==> config.mk <==
export PLATFORM = sky130hd
export DESIGN_NAME = sbs_pair_seq
export DESIGN_NICKNAME = d
export VERILOG_FILES = /design/src/rtl/sbs_pkg.sv /design/src/rtl/sbs_sync.sv /design/src/rtl/sbs_window.sv /design/src/rtl/sbs_pair_seq.sv
export SDC_FILE = /design/constraint.sdc
export NUM_CORES = 1
export LEC_CHECK = 0
export BUFFER_PORTS_ARGS = -buffer_cell sky130_fd_sc_hd__buf_2
export CORE_ASPECT_RATIO = 0.5
export CORE_UTILIZATION = 60
export CTS_BUF_LIST = sky130_fd_sc_hd__clkbuf_8
export CTS_CLUSTER_DIAMETER = 60
export DETAILED_ROUTE_END_ITERATION = 7
export GPL_ROUTABILITY_DRIVEN = 0
export GPL_TIMING_DRIVEN = 0
export MAX_ROUTING_LAYER = met4
export PLACE_DENSITY = 0.8
export SLEW_MARGIN = 20
export SYNTH_ARGS = -nofsm -noshare
export SYNTH_HDL_FRONTEND = slang
export SYNTH_HIERARCHICAL = 1
export SYNTH_SLANG_ARGS = --single-unit
==> constraint.sdc <==
create_clock -name clk_i -period 4.3 [get_ports clk_i]
set_input_delay 0.86 -clock clk_i [delete_from_list [all_inputs] [get_ports clk_i]]
set_output_delay 0.86 -clock clk_i [all_outputs]
set_load 0.02 [all_outputs]
==> src/rtl/sbs_pkg.sv <==
package sbs_pkg;
    localparam int unsigned WIN_FIRST   = 1;
    localparam int unsigned WIN_LAST    = 5;
    localparam int unsigned SYNC_STAGES = 2;

    function automatic logic win_sel_valid(input logic [2:0] sel);
        return (sel >= 3'(WIN_FIRST)) && (sel <= 3'(WIN_LAST));
    endfunction
endpackage

==> src/rtl/sbs_sync.sv <==
module sbs_sync #(
    parameter int unsigned STAGES = 2
) (
    input  logic clk_i,
    input  logic rst_ni,
    input  logic d_i,
    output logic q_o
);
    logic [STAGES-1:0] sh_q;

    generate
        if (STAGES == 1) begin : g_one
            always_ff @(posedge clk_i) begin
                if (!rst_ni) sh_q <= '0;
                else         sh_q <= d_i;
            end
        end else begin : g_many
            always_ff @(posedge clk_i) begin
                if (!rst_ni) sh_q <= '0;
                else         sh_q <= {sh_q[STAGES-2:0], d_i};
            end
        end
    endgenerate

    assign q_o = sh_q[STAGES-1];
endmodule

==> src/rtl/sbs_window.sv <==
module sbs_window #(
    parameter int unsigned W    = 18,
    parameter int unsigned HALF = 119
) (
    input  logic [W-1:0] t_i,
    input  logic [W-1:0] center_i,
    output logic         hit_o
);
    logic [W:0] t_x, c_x;

    always_comb begin
        t_x   = {1'b0, t_i};
        c_x   = {1'b0, center_i};
        hit_o = ((t_x + (W+1)'(HALF)) >= c_x) && (t_x <= (c_x + (W+1)'(HALF)));
    end
endmodule

==> src/rtl/sbs_pair_seq.sv <==
module sbs_pair_seq #(
    parameter int unsigned CNT_W      = 18,
    parameter int unsigned ACC_EXPECT = 121618,
    parameter int unsigned ACC_HALF   = 1190,
    parameter int unsigned STBY_BASE  = 124800,
    parameter int unsigned STBY_STEP  = 1024,
    parameter int unsigned STBY_HALF  = 119,
    parameter int unsigned BACKUP_DLY = 5355
) (
    input  logic       clk_i,
    input  logic       rst_ni,
    input  logic       fid_i,
    input  logic       acc_trig_i,
    input  logic       stby_trig_i,
    input  logic       acc_en_i,
    input  logic [2:0] win_sel_i,
    output logic       start_o,
    output logic       acc_ok_o,
    output logic       stby_ok_o,
    output logic       stby_err_o
);
    import sbs_pkg::*;

    localparam int unsigned BK_W = $clog2(BACKUP_DLY + 1);

    typedef struct packed {
        logic [CNT_W-1:0] tcnt;
        logic             acc_ok;
        logic             stby_ok;
        logic             stby_err;
        logic             start;
        logic             bk_act;
        logic [BK_W-1:0]  bk_cnt;
    } seq_st_t;

    seq_st_t st_d, st_q;

    logic             acc_en_s;
    logic             acc_hit, stby_hit, sel_ok;
    logic [2:0]       win_idx;
    logic [CNT_W-1:0] stby_ctr;

    sbs_sync #(.STAGES(SYNC_STAGES)) en_sync_i (
        .clk_i  (clk_i),
        .rst_ni (rst_ni),
        .d_i    (acc_en_i),
        .q_o    (acc_en_s)
    );

    always_comb begin
        sel_ok   = win_sel_valid(win_sel_i);
        win_idx  = sel_ok ? (win_sel_i - 3'd1) : 3'd0;
        stby_ctr = CNT_W'(STBY_BASE) + CNT_W'(win_idx) * CNT_W'(STBY_STEP);
    end

    sbs_window #(.W(CNT_W), .HALF(ACC_HALF)) acc_win_i (
        .t_i      (st_q.tcnt),
        .center_i (CNT_W'(ACC_EXPECT)),
        .hit_o    (acc_hit)
    );

    sbs_window #(.W(CNT_W), .HALF(STBY_HALF)) stby_win_i (
        .t_i      (st_q.tcnt),
        .center_i (stby_ctr),
        .hit_o    (stby_hit)
    );

    always_comb begin
        st_d       = st_q;
        st_d.start = 1'b0;

        if (st_q.tcnt != '1) st_d.tcnt = st_q.tcnt + CNT_W'(1);

        if (st_q.bk_act) begin
            if (st_q.bk_cnt == BK_W'(1)) begin
                st_d.start  = 1'b1;
                st_d.bk_act = 1'b0;
            end else begin
                st_d.bk_cnt = st_q.bk_cnt - BK_W'(1);
            end
        end

        if (fid_i) begin
            st_d.tcnt     = CNT_W'(1);
            st_d.acc_ok   = 1'b0;
            st_d.stby_ok  = 1'b0;
            st_d.stby_err = 1'b0;
        end else begin
            if (acc_trig_i && acc_hit && acc_en_s && !st_q.acc_ok && !st_q.stby_ok) begin
                st_d.acc_ok = 1'b1;
                st_d.start  = 1'b1;
            end
            if (stby_trig_i) begin
                if (sel_ok && stby_hit) begin
                    if (!st_q.stby_ok) begin
                        st_d.stby_ok = 1'b1;
                        st_d.start   = 1'b1;
                        if (!st_q.acc_ok) begin
                            st_d.bk_act = 1'b1;
                            st_d.bk_cnt = BK_W'(BACKUP_DLY);
                        end
                    end
                end else begin
                    st_d.stby_err = 1'b1;
                end
            end
        end
    end

    always_ff @(posedge clk_i) begin
        if (!rst_ni) begin
            st_q      <= '0;
            st_q.tcnt <= '1;
        end else begin
            st_q <= st_d;
        end
    end

    assign start_o    = st_q.start;
    assign acc_ok_o   = st_q.acc_ok;
    assign stby_ok_o  = st_q.stby_ok;
    assign stby_err_o = st_q.stby_err;
endmodule

# Word-level counts from Yosys, hierarchy flattened
# Index checks and enable logic that the tools add are counted.
dict set report op_classes {
  bitwise_logic 2
  shifts 0
  n_div 0
  n_mul 0
  n_eq_ne 2
  addsub 7
  n_lt_le_gt_ge 6
  n_reduce_logical 14
  n_mux 12
}
# operator count
set op_table {}
lappend op_table {{$mux 15} 5}
lappend op_table {{$add 18x7->19 const B} 2}
lappend op_table {{$mux 18} 2}
lappend op_table {{$add 18x11->19 const B} 1}
lappend op_table {{$ge 19x17->1 const B} 1}
lappend op_table {{$ge 19x18->1} 1}
lappend op_table {{$le 18x19->1} 1}
lappend op_table {{$add 17x13->18 const A} 1}
lappend op_table {{$add 18x1->18 const B} 1}
lappend op_table {{$le 18x17->1 const B} 1}
lappend op_table {{$ne 18x18->1 const B} 1}
lappend op_table {{$mux 14} 1}
lappend op_table {{$eq 13x1->1 const B} 1}
lappend op_table {{$mux 13} 1}
lappend op_table {{$sub 13x1->13 const B} 1}
lappend op_table {{$logic_and 1x1->1} 8}
lappend op_table {{$reduce_and 2->1} 2}
lappend op_table {{$ge 3x1->1 const B} 1}
lappend op_table {{$le 3x3->1 const B} 1}
lappend op_table {{$mux 3} 1}
lappend op_table {{$sub 3x1->3 const B} 1}
lappend op_table {{$logic_not 1->1} 2}
lappend op_table {{$mux 2} 1}
lappend op_table {{$not 1->1} 2}
lappend op_table {{other kinds (3)} 3}
dict set report totals {
  out_inout_bits 4
  mem_bits_rw 0
  mem_count 0
  mem_bits_ro 0
  input_bits 9
  register_bits 38
  latchBits 0
}

# Logic depth before layout (Yosys ltp)
# Gate-level depths: netlist (run 1).
dict set report depth {
  word_depth 12
  ltp_mapped 21
}

# Cells and area by module
# Netlist (run 1), hierarchy kept.
# module cells_per_inst instances area_each_um2
set modules_own_cells {}
lappend modules_own_cells {sbs_pair_seq 252 1 2037.0}
lappend modules_own_cells {{sbs_window (stby_win_i)} 198 1 1456.4}
lappend modules_own_cells {{sbs_window (acc_win_i)} 191 1 1392.6}
lappend modules_own_cells {sbs_sync 4 1 52.6}

# Least setup slack after synthesis (run 1)
# No wires, ideal clock.
dict set report synth_path {
  path_kind {input to register}
  startpoint {in win_sel_i[1]}
  endpoint {reg st_q[1] in the netlist's numbering}
  required_ns 4.209
  path_slack_ns 0.037
  arrival_time_ns 4.172
  path_buffers 0
  setup_time_ns 0.091
  stages 18
  cell_sequence {inv_1 -> ha_1 -> o21ai_0 -> inv_1 -> ha_1 -> ha_1 -> inv_1 -> inv_1 -> xnor2_1 -> ha_1 -> nand4_1 -> or2_2 -> nor4_1 -> a31oi_1 -> a32oi_1 -> o2111a_1 -> nand2_1 -> a311oi_1}
}
dict set report synth_between {
  elab_chain_len 11
  elab_cells_between_ends 14
  cone_classes {add/sub: 3; order compare: 4; mux: 4; reduce/logical: 3}
}
# element line
set synth_lines {}
lappend synth_lines {{start: declaration} sbs_pair_seq.sv:16} ;# input logic [2:0] win_sel_i,
lappend synth_lines {{$ge 3x1->1 or $le 3x3->1 (tied branches)} sbs_pkg.sv:7} ;# return (sel >= 3'(WIN_FIRST)) && (sel <= 3'(WIN_LAST));
lappend synth_lines {{$logic_and 1x1->1 (*)} sbs_pkg.sv:7}
lappend synth_lines {{$mux 3 (*)} sbs_pair_seq.sv:52} ;# win_idx = sel_ok ? (win_sel_i - 3'd1) : 3'd0;
lappend synth_lines {{$add 17x13->18 (*)} sbs_pair_seq.sv:53} ;# stby_ctr = CNT_W'(STBY_BASE) + CNT_W'(win_idx) * CNT_W'(STBY_STEP);
lappend synth_lines {{named net stby_ctr[10]} sbs_pair_seq.sv:41} ;# logic [CNT_W-1:0] stby_ctr;
lappend synth_lines {{$add 18x7->19} sbs_window.sv:14} ;# hit_o = ((t_x + (W+1)'(HALF)) >= c_x) && (t_x <= (c_x + (W+1)'(HALF)));
lappend synth_lines {{$le 18x19->1} sbs_window.sv:14}
lappend synth_lines {{$logic_and 1x1->1 (*)} sbs_window.sv:14}
lappend synth_lines {{named net stby_hit} sbs_pair_seq.sv:39} ;# logic acc_hit, stby_hit, sel_ok;
lappend synth_lines {{$logic_and 1x1->1 (*)} sbs_pair_seq.sv:94} ;# if (sel_ok && stby_hit) begin
lappend synth_lines {{$mux 15 (*)} sbs_pair_seq.sv:94}
lappend synth_lines {{$mux 15 (*)} sbs_pair_seq.sv:93} ;# if (stby_trig_i) begin
lappend synth_lines {{$mux 15 (*)} sbs_pair_seq.sv:83} ;# if (fid_i) begin
lappend synth_lines {{end signal: assignment} sbs_pair_seq.sv:115} ;# st_q <= st_d;
lappend synth_lines {{end: declaration} sbs_pair_seq.sv:36} ;# seq_st_t st_d, st_q;
# The timed path passes the listed nets; every way through them passes the cells marked *.
# A chain may end at the register's enable or synchronous reset.

# Worst setup path after layout (run 1)
dict set report layout_path {
  startpoint {in win_sel_i[1]}
  endpoint {reg st_q[1] in the netlist's numbering}
}
dict set report layout_between {
  elab_chain_len 11
  elab_cells_between_ends 14
  cone_classes {add/sub: 3; order compare: 4; mux: 4; reduce/logical: 3}
}
# element line
set layout_lines {}
lappend layout_lines {{$ge 3x1->1 or $le 3x3->1 (tied branches)} sbs_pkg.sv:7}
lappend layout_lines {{$logic_and 1x1->1} sbs_pkg.sv:7}
lappend layout_lines {{$mux 3 (*)} sbs_pair_seq.sv:52}
lappend layout_lines {{$add 17x13->18 (*)} sbs_pair_seq.sv:53}
lappend layout_lines {{named net stby_ctr[12]} sbs_pair_seq.sv:41}
lappend layout_lines {{$add 18x7->19} sbs_window.sv:14}
lappend layout_lines {{$le 18x19->1} sbs_window.sv:14}
lappend layout_lines {{$logic_and 1x1->1 (*)} sbs_window.sv:14}
lappend layout_lines {{named net stby_hit} sbs_pair_seq.sv:39}
lappend layout_lines {{$logic_and 1x1->1 (*)} sbs_pair_seq.sv:94}
lappend layout_lines {{$mux 15 (*)} sbs_pair_seq.sv:94}
lappend layout_lines {{$mux 15 (*)} sbs_pair_seq.sv:93}
lappend layout_lines {{$mux 15 (*)} sbs_pair_seq.sv:83}
# Marked as above.

==> flow_summary.html, run 1 <==
<table>
<tr><th>Metric</th><th>Value</th></tr>
<tr><th colspan="2">Timing</th></tr>
<tr><td>Endpoints failing hold</td><td>0</td></tr>
<tr><td>Final cycle utilization of the critical path</td><td>between 90% and 100%</td></tr>
<tr><td>Transition time at the pin with the least slew margin</td><td>between 700 and 800 ps</td></tr>
<tr><td>Maximum achievable frequency</td><td>236.7 MHz</td></tr>
<tr><td>Period minus WS final</td><td>4225 ps</td></tr>
<tr><td>Number of slew-limit violations in the final report</td><td>0</td></tr>
<tr><td>RSZ-0062 raised after global routing</td><td>true</td></tr>
<tr><td>Post-Route Setup TNS</td><td>0 ps</td></tr>
<tr><td>Final setup fails</td><td>0</td></tr>
<tr><td>Worst slew slack as a fraction of its limit</td><td>approximately half</td></tr>
<tr><td>Worst setup skew after layout</td><td>a little under 8 ps</td></tr>
<tr><th colspan="2">Critical path</th></tr>
<tr><td>CP required</td><td>4500 ps</td></tr>
<tr><td>Category of the worst setup path capture point</td><td>flip-flop</td></tr>
<tr><td>Kind of critical path</td><td>input port to flip-flop</td></tr>
<tr><td>CP peak stage delay</td><td>about 550 ps</td></tr>
<tr><td>Data arrival time of the worst path</td><td>4430 ps</td></tr>
<tr><td>Most frequent CP cell</td><td>sky130_fd_sc_hd__ha_4</td></tr>
<tr><td>Ordered cell list for the critical path</td><td>buf_4 &gt; inv_2 &gt; ha_4 &gt; or4_4 &gt; o21ai_2 &gt; nor2_1 &gt; ha_2 &gt; ha_4 &gt; inv_2 &gt; ha_4 &gt; nand4_1 &gt; or4_4 &gt; a21oi_2 &gt; nor4_1 &gt; a32oi_2 &gt; o2111a_2 &gt; nand2_1 &gt; a311oi_2</td></tr>
<tr><td>Highest net fanout along the worst path</td><td>6</td></tr>
<tr><td>R2R setup slack</td><td>approximately 120 ps</td></tr>
<tr><td>Worst path slowest cell</td><td>sky130_fd_sc_hd__or4_4</td></tr>
<tr><td>Critical path launch point type</td><td>input port</td></tr>
<tr><th colspan="2">Routing</th></tr>
<tr><td>TritonRoute pass-1 iters</td><td>5</td></tr>
<tr><td>DRC violations left</td><td>0</td></tr>
<tr><td>Number of design-rule violations left by the first detailed-router iteration</td><td>~330</td></tr>
<tr><td>Antenna Violating Nets Remaining</td><td>0</td></tr>
<tr><td>Final routed wire length divided by cell count</td><td>around 14 microns</td></tr>
<tr><td>Vias</td><td>about 5000</td></tr>
<tr><td>Wirelength, routed</td><td>12200 microns</td></tr>
<tr><td>Via/cell ratio</td><td>5.758</td></tr>
<tr><th colspan="2">Die</th></tr>
<tr><td>Core Box Area</td><td>0.007652 sq mm</td></tr>
<tr><td>Width of the chip</td><td>130.3 microns</td></tr>
<tr><td>Die area</td><td>about 0.0086 sq mm</td></tr>
<tr><td>Starting utilization of the core area</td><td>64.54%</td></tr>
<tr><td>Die span in y</td><td>between 60 and 70 microns</td></tr>
<tr><td>Count of pins on the block boundary</td><td>13</td></tr>
<tr><td>Site Rows</td><td>22</td></tr>
<tr><th colspan="2">Power</th></tr>
<tr><td>Max rail drop VDD</td><td>204.7 uV</td></tr>
<tr><td>Leak</td><td>between 2 and 3 nW</td></tr>
<tr><td>Power per cell area</td><td>approximately 240 mW/mm^2</td></tr>
<tr><th colspan="2">Clocking</th></tr>
<tr><td>Num Clock Sinks</td><td>38</td></tr>
<tr><td>Clock edge transition at the registers on the reported setup and hold paths</td><td>~70 ps</td></tr>
<tr><td>TritonCTS clock tree</td><td>built</td></tr>
<tr><td>Number of CTS-inserted buffers</td><td>5</td></tr>
<tr><td>Number of buffers on the longest clock path</td><td>2</td></tr>
<tr><td>CTS HTree Levels</td><td>2</td></tr>
<tr><td>Clock Tree Root</td><td>sky130_fd_sc_hd__clkbuf_8</td></tr>
<tr><td>Insertion delay to the later sink of the worst-skew pair</td><td>290 ps</td></tr>
<tr><th colspan="2">Global route</th></tr>
<tr><td>Met2 Use GR</td><td>between 50 and 60%</td></tr>
<tr><td>Busiest layer in global routing</td><td>met2</td></tr>
<tr><td>Global routing usage on met1</td><td>between 30% and 40%</td></tr>
<tr><td>Via count of the first global-routing pass</td><td>roughly 4500</td></tr>
<tr><td>First-pass GRT wire length</td><td>around 21000 microns</td></tr>
<tr><td>Global-route usage over all layers</td><td>31.22%</td></tr>
<tr><td>Antenna violations before repair</td><td>0</td></tr>
<tr><td>Maximum number of pins on one net before global-route repair</td><td>19</td></tr>
<tr><td>Met3 GRT Util</td><td>between 6 and 7%</td></tr>
<tr><td>Overflow left after global routing</td><td>0</td></tr>
<tr><th colspan="2">Final layout</th></tr>
<tr><td>Finished Cell Area</td><td>roughly 0.0057 sq mm</td></tr>
<tr><td>Layout cells sized above 1</td><td>7.898%</td></tr>
<tr><td>Post-route non-filler standard cell count</td><td>roughly 860</td></tr>
<tr><td>Combined area of the multi-input logic cells</td><td>approximately 0.0043 sq mm</td></tr>
<tr><td>Area added between synthesis and finish</td><td>14.59%</td></tr>
<tr><td>Footprint of the flip-flops and latches</td><td>763.2 sq um</td></tr>
<tr><td>Fill cell count</td><td>between 600 and 700</td></tr>
<tr><td>Final #Nets</td><td>~840</td></tr>
<tr><td>Number of diodes added for antenna fixing</td><td>0</td></tr>
<tr><th colspan="2">Synthesis</th></tr>
<tr><td>Top_reg_cell synth</td><td>sky130_fd_sc_hd__dfxtp_1</td></tr>
<tr><td>EDFF count, synth</td><td>0</td></tr>
<tr><td>FF+latch count, synth</td><td>38</td></tr>
<tr><td>Cells after synthesis</td><td>about 650</td></tr>
<tr><td>Cell taking the most area after synthesis</td><td>sky130_fd_sc_hd__ha_1</td></tr>
<tr><td>Syn avg cell area</td><td>7.657 sq um</td></tr>
<tr><td>Count leader, synth</td><td>sky130_fd_sc_hd__ha_1</td></tr>
<tr><td>Seq/Total Area, Yosys</td><td>15.40%</td></tr>
<tr><td>Number of synthesis warnings</td><td>6</td></tr>
<tr><td>Synth top area cells</td><td>sky130_fd_sc_hd__ha_1 (21%), sky130_fd_sc_hd__dfxtp_1 (15%), sky130_fd_sc_hd__xnor2_1 (9.4%)</td></tr>
<tr><td>Unique cell type count in the Yosys netlist</td><td>64</td></tr>
<tr><td>Top-area cell type share of the netlist area</td><td>between 20% and 30%</td></tr>
<tr><td>Ranking of synthesized cells by instance count</td><td>sky130_fd_sc_hd__ha_1 (82), sky130_fd_sc_hd__inv_1 (59), sky130_fd_sc_hd__xnor2_1 (53)</td></tr>
<tr><td>Syn Std Cell Area</td><td>0.004938 sq mm</td></tr>
<tr><td>Fraction of synthesis flops using an asynchronous set or reset pin</td><td>0%</td></tr>
<tr><th colspan="2">Placed design</th></tr>
<tr><td>Cell Count Post-Placement</td><td>roughly 850</td></tr>
<tr><td>Number of port buffers</td><td>12</td></tr>
<tr><td>HPWL after detailed placement</td><td>approximately 9400 microns</td></tr>
<tr><td>Total placed instance area</td><td>between 0.005 and 0.006 sq mm</td></tr>
<tr><th colspan="2">Min path</th></tr>
<tr><td>Worst min-delay path class</td><td>flip-flop to flip-flop</td></tr>
<tr><th colspan="2">Status</th></tr>
<tr><td>Run status</td><td>completed</td></tr>
<tr><th colspan="2">Flow run</th></tr>
<tr><td>Max-cap viol count</td><td>0</td></tr>
</table>
-- layer usage --
layer | wire (microns) | part of all wire (%) | vias to the layer above
met5 | 0 | 0 | -
met4 | 119 | 0.98 | 0
met3 | 887 | 7.3 | 22
met2 | 5340 | 44 | 151
met1 | 5849 | 48 | 2232
li1 | - | - | 2518
-- placed cells by master (no fill, tap or decap), types with 10 or more instances in the layout --
master / synthesis / final
sky130_fd_sc_hd__ha_1: 82 / 77
sky130_fd_sc_hd__xor2_1: 10 / 10
sky130_fd_sc_hd__xnor2_1: 53 / 53
sky130_fd_sc_hd__o21ai_0: 32 / 30
sky130_fd_sc_hd__a21oi_1: 43 / 41
sky130_fd_sc_hd__conb_1: 2 / 83
sky130_fd_sc_hd__inv_1: 59 / 55
sky130_fd_sc_hd__nor4_1: 17 / 16
sky130_fd_sc_hd__nor2_1: 43 / 43
sky130_fd_sc_hd__buf_2: 1 / 12
sky130_fd_sc_hd__nand4_1: 24 / 24
sky130_fd_sc_hd__a31oi_1: 13 / 13
sky130_fd_sc_hd__dfxtp_1: 38 / 36
sky130_fd_sc_hd__nand3_1: 25 / 25
sky130_fd_sc_hd__nand2_1: 45 / 45
-- final cells by class --
class                   count  area share (%)
multi-input cells         618           76.63
inverters                  60           3.980
flip-flops and latches     38           13.49
clock buffers               5           1.216
well taps                 108           2.388
plain buffers              10          0.6854
clock inverters             2          0.1769
repair buffers             14           1.437
-- per-stage QoR --
stage / util, % / hold slack [ps] / total power, mW / setup WS (ps)
floorplan: - / 411.8 / 0.9241 / 37.05
global placement: 71.06 / 423.0 / 1.037 / -885.7
detailed placement: 71.06 / 426.2 / 1.054 / -956.0
CTS: 73.07 / 447.2 / 1.301 / 30.38
global route: 73.95 / 463.4 / 1.454 / -89.52
finish: 73.95 / 443.7 / 1.339 / 75.20
-- critical path: cells and delay by family --
family / cells / cell delay, ps
buffers and inverters: 3 / 210
AO/OA/AOI/OAI: 5 / 1020
AND/OR/NAND/NOR: 6 / 1460
adder cells (fa/ha/maj): 4 / 870
-- state kept, by name, indices dropped and copies added, names as in the netlist --
register	count
stby_ok_o	1
start_o	1
stby_err_o	1
en_sync_i/sh_q	2
acc_ok_o	1
st_q	32
-- worst paths after layout --
check,startpoint,end,cells past startpoint
worst max-delay path,win_sel_i[1],st_q[1],18
worst min-delay path,en_sync_i/sh_q[0],en_sync_i/sh_q[1],1
worst max register to register,st_q[18],st_q[1],16
worst min register to register,en_sync_i/sh_q[0],en_sync_i/sh_q[1],1
-- where the power goes --
part / internal (mW) / switching, mW / total (mW) / leakage, nW
logic: 0.285 / 0.358 / 0.643 / 2.23
clock network: 0.109 / 0.124 / 0.232 / 0.0438
registers: 0.381 / 0.0836 / 0.464 / 0.314
total: 0.775 / 0.565 / 1.34 / 2.59
-- timing repair --
| action | in CTS | in global routing |
|---|---|---|
| pin swaps | 6 | 7 |
| setup buffers | 1 | 1 |
| setup endpoints to repair | 17 | 16 |
| gates resized for setup | 17 | 13 |
| endpoints found under the hold margin | 0 | 0 |
| hold buffers | 0 | 0 |
-- logic make-up after synthesis --
logic type / after synthesis / share of synthesized area (%)
multiplexers: 2 / 0.4054
other: 2 / 0.1521
adder cells (fa/ha/maj): 82 / 20.78
flip-flops: 38 / 15.40
AND/OR/NAND/NOR: 229 / 25.34
XOR/XNOR: 63 / 11.17
AO/OA/AOI/OAI: 159 / 21.41
buffers and inverters: 70 / 5.346
(Power assumes the default switching activity.)
==> inputs of run 2 (changes only) <==
- BUFFER_PORTS_ARGS: -buffer_cell sky130_fd_sc_hd__buf_2 -> -buffer_cell sky130_fd_sc_hd__buf_4
==> run 2 against run 1 <==
  * Cell area rose by 0.84%
  * Critical endpoint unchanged
  * Critical path type unchanged
  * Wire length rose by 3.3%
  * Sequential cell count did not move
  * Final cell count rose by 0.23%
  * Hold slack improved by 2.9 ps
  * Sequential power barely moved
  * Critical path depth rose by 1
  * Register-to-register slack improved by 220 ps
==> flow_summary.html, run 2 (synthesized netlist as in run 1, its figures left out) <==
<table>
<tr><th>Metric</th><th>Value</th></tr>
<tr><th colspan="2">Clocking</th></tr>
<tr><td>CTS HTree Levels</td><td>2 (unchanged)</td></tr>
<tr><td>Number of CTS-inserted buffers</td><td>5 (unchanged)</td></tr>
<tr><td>Clock Tree Root</td><td>sky130_fd_sc_hd__clkbuf_8 (unchanged)</td></tr>
<tr><td>Num Clock Sinks</td><td>38 (unchanged)</td></tr>
<tr><td>Clock edge transition at the registers on the reported setup and hold paths</td><td>70 ps (about the same)</td></tr>
<tr><td>Post-CTS Hold Fix Bufs</td><td>0 (unchanged)</td></tr>
<tr><td>Insertion delay to the later sink of the worst-skew pair</td><td>300 ps (was 290 ps)</td></tr>
<tr><td>TritonCTS clock tree</td><td>built (unchanged)</td></tr>
<tr><td>Number of buffers on the longest clock path</td><td>2 (unchanged)</td></tr>
<tr><th colspan="2">Timing</th></tr>
<tr><td>Final cycle utilization of the critical path</td><td>95.16% (was 98.25%)</td></tr>
<tr><td>Final worst slack</td><td>208.0 ps (was 75.20 ps)</td></tr>
<tr><td>Period minus WS final</td><td>4092 ps (was 4225 ps)</td></tr>
<tr><td>Number of slew-limit violations in the final report</td><td>0 (unchanged)</td></tr>
<tr><td>Post-Route Setup TNS</td><td>0 ps (unchanged)</td></tr>
<tr><td>Transition time at the pin with the least slew margin</td><td>765.2 ps (was 759.0 ps)</td></tr>
<tr><td>Worst slew slack as a fraction of its limit</td><td>47.66% (was 49.33%)</td></tr>
<tr><td>Endpoints failing hold</td><td>0 (unchanged)</td></tr>
<tr><td>Final setup fails</td><td>0 (unchanged)</td></tr>
<tr><td>Maximum achievable frequency</td><td>244.4 MHz (was 236.7 MHz)</td></tr>
<tr><td>Worst setup skew after layout</td><td>11.87 ps (was 7.805 ps)</td></tr>
<tr><th colspan="2">Placed design</th></tr>
<tr><td>Minimum setup slack after placement</td><td>-976.1 ps (was -956.0 ps)</td></tr>
<tr><td>Number of port buffers</td><td>12 (unchanged)</td></tr>
<tr><td>HPWL after detailed placement</td><td>9691 microns (was 9376 microns)</td></tr>
<tr><th colspan="2">Die</th></tr>
<tr><td>Die span in y</td><td>66.15 microns (unchanged)</td></tr>
<tr><td>Die area</td><td>0.008619 sq mm (unchanged)</td></tr>
<tr><td>Core Box Area</td><td>0.007652 sq mm (unchanged)</td></tr>
<tr><td>Count of pins on the block boundary</td><td>13 (unchanged)</td></tr>
<tr><td>Site Rows</td><td>22 (unchanged)</td></tr>
<tr><td>Starting utilization of the core area</td><td>64.54% (unchanged)</td></tr>
<tr><td>Width of the chip</td><td>130.3 microns (unchanged)</td></tr>
<tr><th colspan="2">Routing</th></tr>
<tr><td>Antenna Violating Nets Remaining</td><td>0 (unchanged)</td></tr>
<tr><td>DRC violations left</td><td>0 (unchanged)</td></tr>
<tr><td>Via/cell ratio</td><td>5.895 (was 5.758)</td></tr>
<tr><td>Number of design-rule violations left by the first detailed-router iteration</td><td>264 (was 329)</td></tr>
<tr><td>Vias</td><td>5052 (was 4923)</td></tr>
<tr><td>Wirelength, routed</td><td>12600 microns (was 12200 microns)</td></tr>
<tr><td>Final routed wire length divided by cell count</td><td>14.70 microns (was 14.26 microns)</td></tr>
<tr><td>TritonRoute pass-1 iters</td><td>5 (unchanged)</td></tr>
<tr><th colspan="2">Critical path</th></tr>
<tr><td>Ordered cell list for the critical path</td><td>buf_4 &gt; inv_2 &gt; ha_4 &gt; or4_4 &gt; o21ai_2 &gt; nor2_1 &gt; ha_2 &gt; ha_4 &gt; inv_2 &gt; xnor2_1 &gt; ha_1 &gt; a21oi_2 &gt; o21bai_1 &gt; a211oi_2 &gt; o2111ai_2 &gt; a32oi_2 &gt; o2111a_2 &gt; a221oi_1 &gt; a311oi_2 (was buf_4 &gt; inv_2 &gt; ha_4 &gt; or4_4 &gt; o21ai_2 &gt; nor2_1 &gt; ha_2 &gt; ha_4 &gt; inv_2 &gt; ha_4 &gt; nand4_1 &gt; or4_4 &gt; a21oi_2 &gt; nor4_1 &gt; a32oi_2 &gt; o2111a_2 &gt; nand2_1 &gt; a311oi_2)</td></tr>
<tr><td>Depth of the worst register-to-register path</td><td>14 (was 16)</td></tr>
<tr><td>Category of the worst setup path capture point</td><td>flip-flop (unchanged)</td></tr>
<tr><td>CP peak stage delay</td><td>430 ps (was 550 ps)</td></tr>
<tr><td>Critical path launch point type</td><td>input port (unchanged)</td></tr>
<tr><td>CP required</td><td>4500 ps (about the same)</td></tr>
<tr><td>Delay-heaviest family, CP</td><td>compound AO/OA/AOI/OAI gates (was simple AND/OR/NAND/NOR gates)</td></tr>
<tr><td>Highest net fanout along the worst path</td><td>4 (was 6)</td></tr>
<tr><td>Startpoint of the most critical register-to-register path</td><td>st_q[21] (was st_q[18])</td></tr>
<tr><td>Kind of critical path</td><td>input port to flip-flop (unchanged)</td></tr>
<tr><td>Critical path launch point</td><td>win_sel_i[1] (unchanged)</td></tr>
<tr><td>Total stage count of the critical path</td><td>19 (was 18)</td></tr>
<tr><td>Number of buffer and inverter stages on the critical path</td><td>3 (unchanged)</td></tr>
<tr><td>Data arrival time of the worst path</td><td>4290 ps (was 4430 ps)</td></tr>
<tr><td>Worst path slowest cell</td><td>sky130_fd_sc_hd__or4_4 (unchanged)</td></tr>
<tr><th colspan="2">Final layout</th></tr>
<tr><td>Leading registers by flop count</td><td>st_q (32), en_sync_i/sh_q (2) (unchanged)</td></tr>
<tr><td>Flip-flop count of the largest register after layout</td><td>32 (unchanged)</td></tr>
<tr><td>Most used cells in the layout excluding fill and tap cells</td><td>sky130_fd_sc_hd__conb_1 (83), sky130_fd_sc_hd__ha_1 (79), sky130_fd_sc_hd__inv_1 (56) (was sky130_fd_sc_hd__conb_1 (83), sky130_fd_sc_hd__ha_1 (77), sky130_fd_sc_hd__inv_1 (55))</td></tr>
<tr><td>Commonest non-fill, non-tap cell in the layout</td><td>sky130_fd_sc_hd__conb_1 (unchanged)</td></tr>
<tr><td>Number of diodes added for antenna fixing</td><td>0 (unchanged)</td></tr>
<tr><td>Top reg by flops</td><td>st_q (unchanged)</td></tr>
<tr><td>Layout cells sized above 1</td><td>8.011% (was 7.898%)</td></tr>
<tr><td>Area added between synthesis and finish</td><td>15.56% (was 14.59%)</td></tr>
<tr><td>Final #Nets</td><td>839 (was 838)</td></tr>
<tr><th colspan="2">Global route</th></tr>
<tr><td>Via count of the first global-routing pass</td><td>4621 (was 4508)</td></tr>
<tr><td>Overflow left after global routing</td><td>0 (unchanged)</td></tr>
<tr><td>Antenna violations before repair</td><td>0 (unchanged)</td></tr>
<tr><td>First-pass GRT wire length</td><td>21010 microns (was 20520 microns)</td></tr>
<tr><td>Maximum number of pins on one net before global-route repair</td><td>19 (unchanged)</td></tr>
<tr><td>Global-route usage over all layers</td><td>31.87% (was 31.22%)</td></tr>
<tr><th colspan="2">Min path</th></tr>
<tr><td>Hold path startpoint</td><td>en_sync_i/sh_q[0] (unchanged)</td></tr>
<tr><td>Worst hold path depth</td><td>1 (unchanged)</td></tr>
<tr><td>Worst min-delay path class</td><td>flip-flop to flip-flop (unchanged)</td></tr>
<tr><th colspan="2">Status</th></tr>
<tr><td>Run status</td><td>completed (unchanged)</td></tr>
<tr><th colspan="2">Power</th></tr>
<tr><td>Leak</td><td>2.611 nW (was 2.587 nW)</td></tr>
<tr><td>Max rail drop VDD</td><td>193.1 uV (was 204.7 uV)</td></tr>
<tr><td>Power per cell area</td><td>248.5 mW/mm^2 (was 236.7 mW/mm^2)</td></tr>
<tr><th colspan="2">Flow run</th></tr>
<tr><td>Max-cap viol count</td><td>0 (unchanged)</td></tr>
</table>
## run 2: changes by cell type in the layout (fill, tap and decap cells not counted), moves of 2 or more
cell and delta:
sky130_fd_sc_hd__buf_2 -11, sky130_fd_sc_hd__buf_4 +12, sky130_fd_sc_hd__ha_4 -2, sky130_fd_sc_hd__ha_1 +2
## run 2: cell type report
type	count	area [sq um]
flip-flops and latches	38	764.5
plain buffers	10	38.79
clock buffers	5	68.82
clock inverters	3	40.04
inverters	60	225.2
fillers	637	1946
multi-input cells	618	4318
well taps	108	135.1
repair buffers	15	116.4
## run 2: per-stage QoR
step / util (%) / hold slack [ps] / total power, mW / area [sq um] / cells
after floorplan: - / 411.8 / 0.9241 / 5243 / 726
after global placement: 71.45 / 425.2 / 1.038 / 5468 / 846
final: 74.57 / 446.6 / 1.418 / 5707 / 857
after global routing: 74.57 / 490.2 / 1.525 / 5707 / 857
after CTS: 73.64 / 452.1 / 1.370 / 5635 / 855
after detailed placement: 71.45 / 432.3 / 1.062 / 5468 / 846
## run 2: routing by layer
metal / global-route usage [%] / share of wire (%) / wire length, microns
met1: 40.53 / 47 / 5888
met2: 54.52 / 45 / 5726
met3: 4.288 / 6.9 / 866
met4: 6.250 / 0.96 / 121
met5: - / 0 / 0
## run 2: where the power goes
group / switching, mW / internal [mW]
sequential: 0.0831 / 0.381
clock: 0.133 / 0.171
combinational: 0.363 / 0.287
## run 2: timing repair
| item | CTS | global route |
|---|---|---|
| gates resized for setup | 14 | 14 |
| buffers inserted | 1 | 2 |
| pin swaps | 4 | 11 |
| endpoints found under the setup margin | 17 | 16 |
| endpoints found under the hold margin | 0 | 0 |
## run 2: path summary, 6_finish.rpt
| check | endpoint | slack [ps] |
|---|---|---|
| setup / recovery | st_q[1] | 210 |
| hold reg to reg | en_sync_i/sh_q[1] | 450 |
| setup reg to reg | start_o | 340 |
| hold / removal | en_sync_i/sh_q[1] | 450 |
==> inputs of run 3 (changes only) <==
- CORE_UTILIZATION: 60 -> 61
- PLACE_DENSITY: 0.8 -> 0.78
- clock period: 4.3 -> 4.5 ns (I/O delays scaled with it)
==> run 3 against run 2 <==
  * Sequential cell count stayed put
  * Global-route usage grew 0.42 points
  * Combinational power decreased by 6.3%
  * Non-clock buffer count shrank 1
  * Core utilization rose by 0.070 points
  * Clock-buffer cell count did not move
  * Setup slack lost 67 ps
  * Sequential share of layout area rose by 0.067 points
  * Clock power decreased by 7.6%
  * Wire length decreased by 1.8%
  * Power decreased by 6.1%
  * Largest power group unchanged
  * Sequential power down 4.7%
==> flow_summary.html, run 3 (synthesized netlist as in run 1, its figures left out) <==
<table>
<tr><th>Metric</th><th>Value</th></tr>
<tr><th colspan="2">Status</th></tr>
<tr><td>Run status</td><td>completed (unchanged)</td></tr>
<tr><th colspan="2">Critical path</th></tr>
<tr><td>Kind of critical path</td><td>input port to flip-flop (unchanged)</td></tr>
<tr><td>Data arrival time of the worst path</td><td>4560 ps (was 4290 ps)</td></tr>
<tr><td>Category of the worst setup path capture point</td><td>flip-flop (unchanged)</td></tr>
<tr><td>Depth of the worst register-to-register path</td><td>16 (was 14)</td></tr>
<tr><td>Critical path launch point</td><td>win_sel_i[1] (unchanged)</td></tr>
<tr><td>Critical path launch point type</td><td>input port (unchanged)</td></tr>
<tr><td>Most frequent CP cell</td><td>sky130_fd_sc_hd__ha_1</td></tr>
<tr><td>Startpoint of the most critical register-to-register path</td><td>st_q[19] (was st_q[21])</td></tr>
<tr><td>Delay-heaviest family, CP</td><td>simple AND/OR/NAND/NOR gates (was compound AO/OA/AOI/OAI gates)</td></tr>
<tr><td>R2R setup slack</td><td>360 ps (was 340 ps)</td></tr>
<tr><td>Worst path slowest cell</td><td>sky130_fd_sc_hd__or4_1 (was sky130_fd_sc_hd__or4_4)</td></tr>
<tr><td>Number of buffer and inverter stages on the critical path</td><td>3 (unchanged)</td></tr>
<tr><td>CP peak stage delay</td><td>450 ps (was 430 ps)</td></tr>
<tr><td>Capturing point of the worst reg2reg path</td><td>st_q[1] (was start_o)</td></tr>
<tr><td>CP required</td><td>4700 ps (was 4500 ps)</td></tr>
<tr><td>Worst setup path endpoint</td><td>st_q[1] (unchanged)</td></tr>
<tr><td>Highest net fanout along the worst path</td><td>6 (was 4)</td></tr>
<tr><td>Total stage count of the critical path</td><td>18 (was 19)</td></tr>
<tr><td>Ordered cell list for the critical path</td><td>buf_4 &gt; inv_1 &gt; ha_1 &gt; or4_4 &gt; o21ai_2 &gt; nor2_1 &gt; ha_1 &gt; ha_1 &gt; inv_1 &gt; ha_1 &gt; nand4_1 &gt; or4_1 &gt; a21oi_1 &gt; nor4_1 &gt; a32oi_2 &gt; o2111a_2 &gt; nand2_2 &gt; a311oi_2 (was buf_4 &gt; inv_2 &gt; ha_4 &gt; or4_4 &gt; o21ai_2 &gt; nor2_1 &gt; ha_2 &gt; ha_4 &gt; inv_2 &gt; xnor2_1 &gt; ha_1 &gt; a21oi_2 &gt; o21bai_1 &gt; a211oi_2 &gt; o2111ai_2 &gt; a32oi_2 &gt; o2111a_2 &gt; a221oi_1 &gt; a311oi_2)</td></tr>
<tr><th colspan="2">Timing</th></tr>
<tr><td>Maximum achievable frequency</td><td>between 200 and 250 MHz</td></tr>
<tr><td>Endpoints failing hold</td><td>0 (unchanged)</td></tr>
<tr><td>Transition time at the pin with the least slew margin</td><td>708.4 ps (was 765.2 ps)</td></tr>
<tr><td>Final cycle utilization of the critical path</td><td>a little over nine tenths</td></tr>
<tr><td>Worst slew slack as a fraction of its limit</td><td>52.41% (was 47.66%)</td></tr>
<tr><td>Final worst slack</td><td>140.8 ps (was 208.0 ps)</td></tr>
<tr><td>Worst setup skew after layout</td><td>3.217 ps (was 11.87 ps)</td></tr>
<tr><td>Period minus WS final</td><td>between 4000 and 5000 ps</td></tr>
<tr><td>Post-Route Setup TNS</td><td>0 ps (unchanged)</td></tr>
<tr><td>Final setup fails</td><td>0 (unchanged)</td></tr>
<tr><td>Number of slew-limit violations in the final report</td><td>0 (unchanged)</td></tr>
<tr><th colspan="2">Routing</th></tr>
<tr><td>Antenna Violating Nets Remaining</td><td>0 (unchanged)</td></tr>
<tr><td>DRC violations left</td><td>0 (unchanged)</td></tr>
<tr><td>Number of design-rule violations left by the first detailed-router iteration</td><td>337 (was 264)</td></tr>
<tr><td>Final routed wire length divided by cell count</td><td>14.45 microns (was 14.70 microns)</td></tr>
<tr><td>Via/cell ratio</td><td>5.730 (was 5.895)</td></tr>
<tr><td>Vias</td><td>4905 (was 5052)</td></tr>
<tr><td>TritonRoute pass-1 iters</td><td>5 (unchanged)</td></tr>
<tr><td>Wirelength, routed</td><td>12370 microns (was 12600 microns)</td></tr>
<tr><th colspan="2">Final layout</th></tr>
<tr><td>Area added between synthesis and finish</td><td>14.42% (was 15.56%)</td></tr>
<tr><td>Combined area of the multi-input logic cells</td><td>0.004279 sq mm (was 0.004318 sq mm)</td></tr>
<tr><td>Flip-flop count of the largest register after layout</td><td>32 (unchanged)</td></tr>
<tr><td>Number of diodes added for antenna fixing</td><td>0 (unchanged)</td></tr>
<tr><td>Leading registers by flop count</td><td>st_q (32), en_sync_i/sh_q (2) (unchanged)</td></tr>
<tr><td>Final #Nets</td><td>838 (was 839)</td></tr>
<tr><td>Most used cells in the layout excluding fill and tap cells</td><td>sky130_fd_sc_hd__conb_1 (83), sky130_fd_sc_hd__ha_1 (82), sky130_fd_sc_hd__inv_1 (60) (was sky130_fd_sc_hd__conb_1 (83), sky130_fd_sc_hd__ha_1 (79), sky130_fd_sc_hd__inv_1 (56))</td></tr>
<tr><td>Fill cell count</td><td>640 (was 637)</td></tr>
<tr><td>Layout cells sized above 1</td><td>6.283% (was 8.011%)</td></tr>
<tr><td>Commonest non-fill, non-tap cell in the layout</td><td>sky130_fd_sc_hd__conb_1 (unchanged)</td></tr>
<tr><td>Footprint of the flip-flops and latches</td><td>760.7 sq um (was 764.5 sq um)</td></tr>
<tr><td>Top reg by flops</td><td>st_q (unchanged)</td></tr>
<tr><th colspan="2">Power</th></tr>
<tr><td>Net switching power figure</td><td>0.5378 mW (was 0.5790 mW)</td></tr>
<tr><td>Internal power</td><td>0.7944 mW (was 0.8391 mW)</td></tr>
<tr><td>Power per cell area</td><td>235.8 mW/mm^2 (was 248.5 mW/mm^2)</td></tr>
<tr><td>Fraction of power consumed by the clock network</td><td>21.0% (was 21.4%)</td></tr>
<tr><td>Max rail drop VDD</td><td>188.4 uV (was 193.1 uV)</td></tr>
<tr><td>Combinational Power Share</td><td>45.8% (was 45.9%)</td></tr>
<tr><td>Switching power as a share of total power</td><td>40.37% (was 40.83%)</td></tr>
<tr><td>Leak</td><td>2.615 nW (was 2.611 nW)</td></tr>
<tr><td>Seq pwr share</td><td>33.2% (was 32.7%)</td></tr>
<tr><th colspan="2">Die</th></tr>
<tr><td>Core Box Area</td><td>0.007570 sq mm (was 0.007652 sq mm)</td></tr>
<tr><td>Width of the chip</td><td>129.2 microns (was 130.3 microns)</td></tr>
<tr><td>Die area</td><td>0.008482 sq mm (was 0.008619 sq mm)</td></tr>
<tr><td>Die span in y</td><td>65.63 microns (was 66.15 microns)</td></tr>
<tr><td>Site Rows</td><td>22 (unchanged)</td></tr>
<tr><td>Count of pins on the block boundary</td><td>13 (unchanged)</td></tr>
<tr><td>Starting utilization of the core area</td><td>65.24% (was 64.54%)</td></tr>
<tr><th colspan="2">Global route</th></tr>
<tr><td>First-pass GRT wire length</td><td>21050 microns (was 21010 microns)</td></tr>
<tr><td>Antenna violations before repair</td><td>0 (unchanged)</td></tr>
<tr><td>Via count of the first global-routing pass</td><td>4576 (was 4621)</td></tr>
<tr><td>Global-route usage over all layers</td><td>32.29% (was 31.87%)</td></tr>
<tr><td>Overflow left after global routing</td><td>0 (unchanged)</td></tr>
<tr><td>Maximum number of pins on one net before global-route repair</td><td>19 (unchanged)</td></tr>
<tr><th colspan="2">Clocking</th></tr>
<tr><td>TritonCTS clock tree</td><td>built (unchanged)</td></tr>
<tr><td>Number of buffers on the longest clock path</td><td>2 (unchanged)</td></tr>
<tr><td>Clock edge transition at the registers on the reported setup and hold paths</td><td>70 ps (about the same)</td></tr>
<tr><td>Insertion delay to the later sink of the worst-skew pair</td><td>290 ps (was 300 ps)</td></tr>
<tr><td>Num Clock Sinks</td><td>38 (unchanged)</td></tr>
<tr><td>CTS HTree Levels</td><td>2 (unchanged)</td></tr>
<tr><td>Post-CTS Hold Fix Bufs</td><td>0 (unchanged)</td></tr>
<tr><td>Clock Tree Root</td><td>sky130_fd_sc_hd__clkbuf_8 (unchanged)</td></tr>
<tr><td>Number of CTS-inserted buffers</td><td>5 (unchanged)</td></tr>
<tr><th colspan="2">Min path</th></tr>
<tr><td>Worst min-delay path class</td><td>flip-flop to flip-flop (unchanged)</td></tr>
<tr><th colspan="2">Placed design</th></tr>
<tr><td>HPWL after detailed placement</td><td>9529 microns (was 9691 microns)</td></tr>
<tr><td>Minimum setup slack after placement</td><td>-750.9 ps (was -976.1 ps)</td></tr>
<tr><td>Number of port buffers</td><td>12 (unchanged)</td></tr>
<tr><th colspan="2">Flow run</th></tr>
<tr><td>Max-cap viol count</td><td>0 (unchanged)</td></tr>
</table>
[run 3: cell types whose count changed in the layout (fill, tap and decap cells not counted), moves of 3 or more]
cell	change
sky130_fd_sc_hd__inv_1	+4
sky130_fd_sc_hd__ha_1	+3
sky130_fd_sc_hd__dfxtp_1	+3
sky130_fd_sc_hd__dfxtp_2	-3
[run 3: worst min-delay path by stage]
stage | start | endpoint | slack (ps) | cells after the start
2_1_floorplan | en_sync_i/sh_q[0] | en_sync_i/sh_q[1] | 410 | 1
5_1_grt | en_sync_i/sh_q[0] | en_sync_i/sh_q[1] | 480 | 1
3_3_place_gp | en_sync_i/sh_q[0] | en_sync_i/sh_q[1] | 430 | 1
3_5_place_dp | en_sync_i/sh_q[0] | en_sync_i/sh_q[1] | 440 | 1
4_1_cts | en_sync_i/sh_q[0] | en_sync_i/sh_q[1] | 460 | 1
6_report | en_sync_i/sh_q[0] | en_sync_i/sh_q[1] | 450 | 1
[run 3: per-layer routing]
layer / global-route usage, % / wire [microns] / vias up
met3: 3.827 / 692 / 13
met5: - / 0 / -
met4: 6.471 / 79 / 0
met1: 43.33 / 6270 / 2235
met2: 52.55 / 5329 / 135
li1: - / - / 2522
[run 3: repair_timing]
| item | 4_1_cts | 5_1_grt |
|---|---|---|
| resized for setup | 7 | 9 |
| setup endpoints to repair | 15 | 14 |
| pin swaps | 1 | 5 |
| buffers inserted | 2 | 0 |
[run 3: final cells by class]
class	count	area share, %
buffer	10	0.6864
clock buffer	5	1.218
clock inverter	3	0.6643
inverter	60	3.986
multi-input combinational	618	75.73
sequential	38	13.46
tap	108	2.392
timing repair buffer	14	1.860
[run 3: per-stage QoR]
stage          power [mW]  utilization (%)  area (sq um)  hold WS (ps)  instances
3_5_place_dp        1.011            72.23          5468         435.3        846
2_1_floorplan      0.8830                -          5243         411.8        726
5_1_grt             1.441            74.64          5650         478.0        856
6_report            1.332            74.64          5650         445.3        856
4_1_cts             1.299            74.21          5618         455.1        856
3_3_place_gp       0.9929            72.23          5468         430.9        846
[run 3: power by group through the flow]
stage / logic (mW) / clock network, mW / registers (mW)
floorplan: 0.462 / 0 / 0.421
global placement: 0.547 / 0 / 0.446
detailed placement: 0.564 / 0 / 0.447
CTS: 0.576 / 0.285 / 0.439
global route: 0.697 / 0.296 / 0.448
finish: 0.610 / 0.280 / 0.442
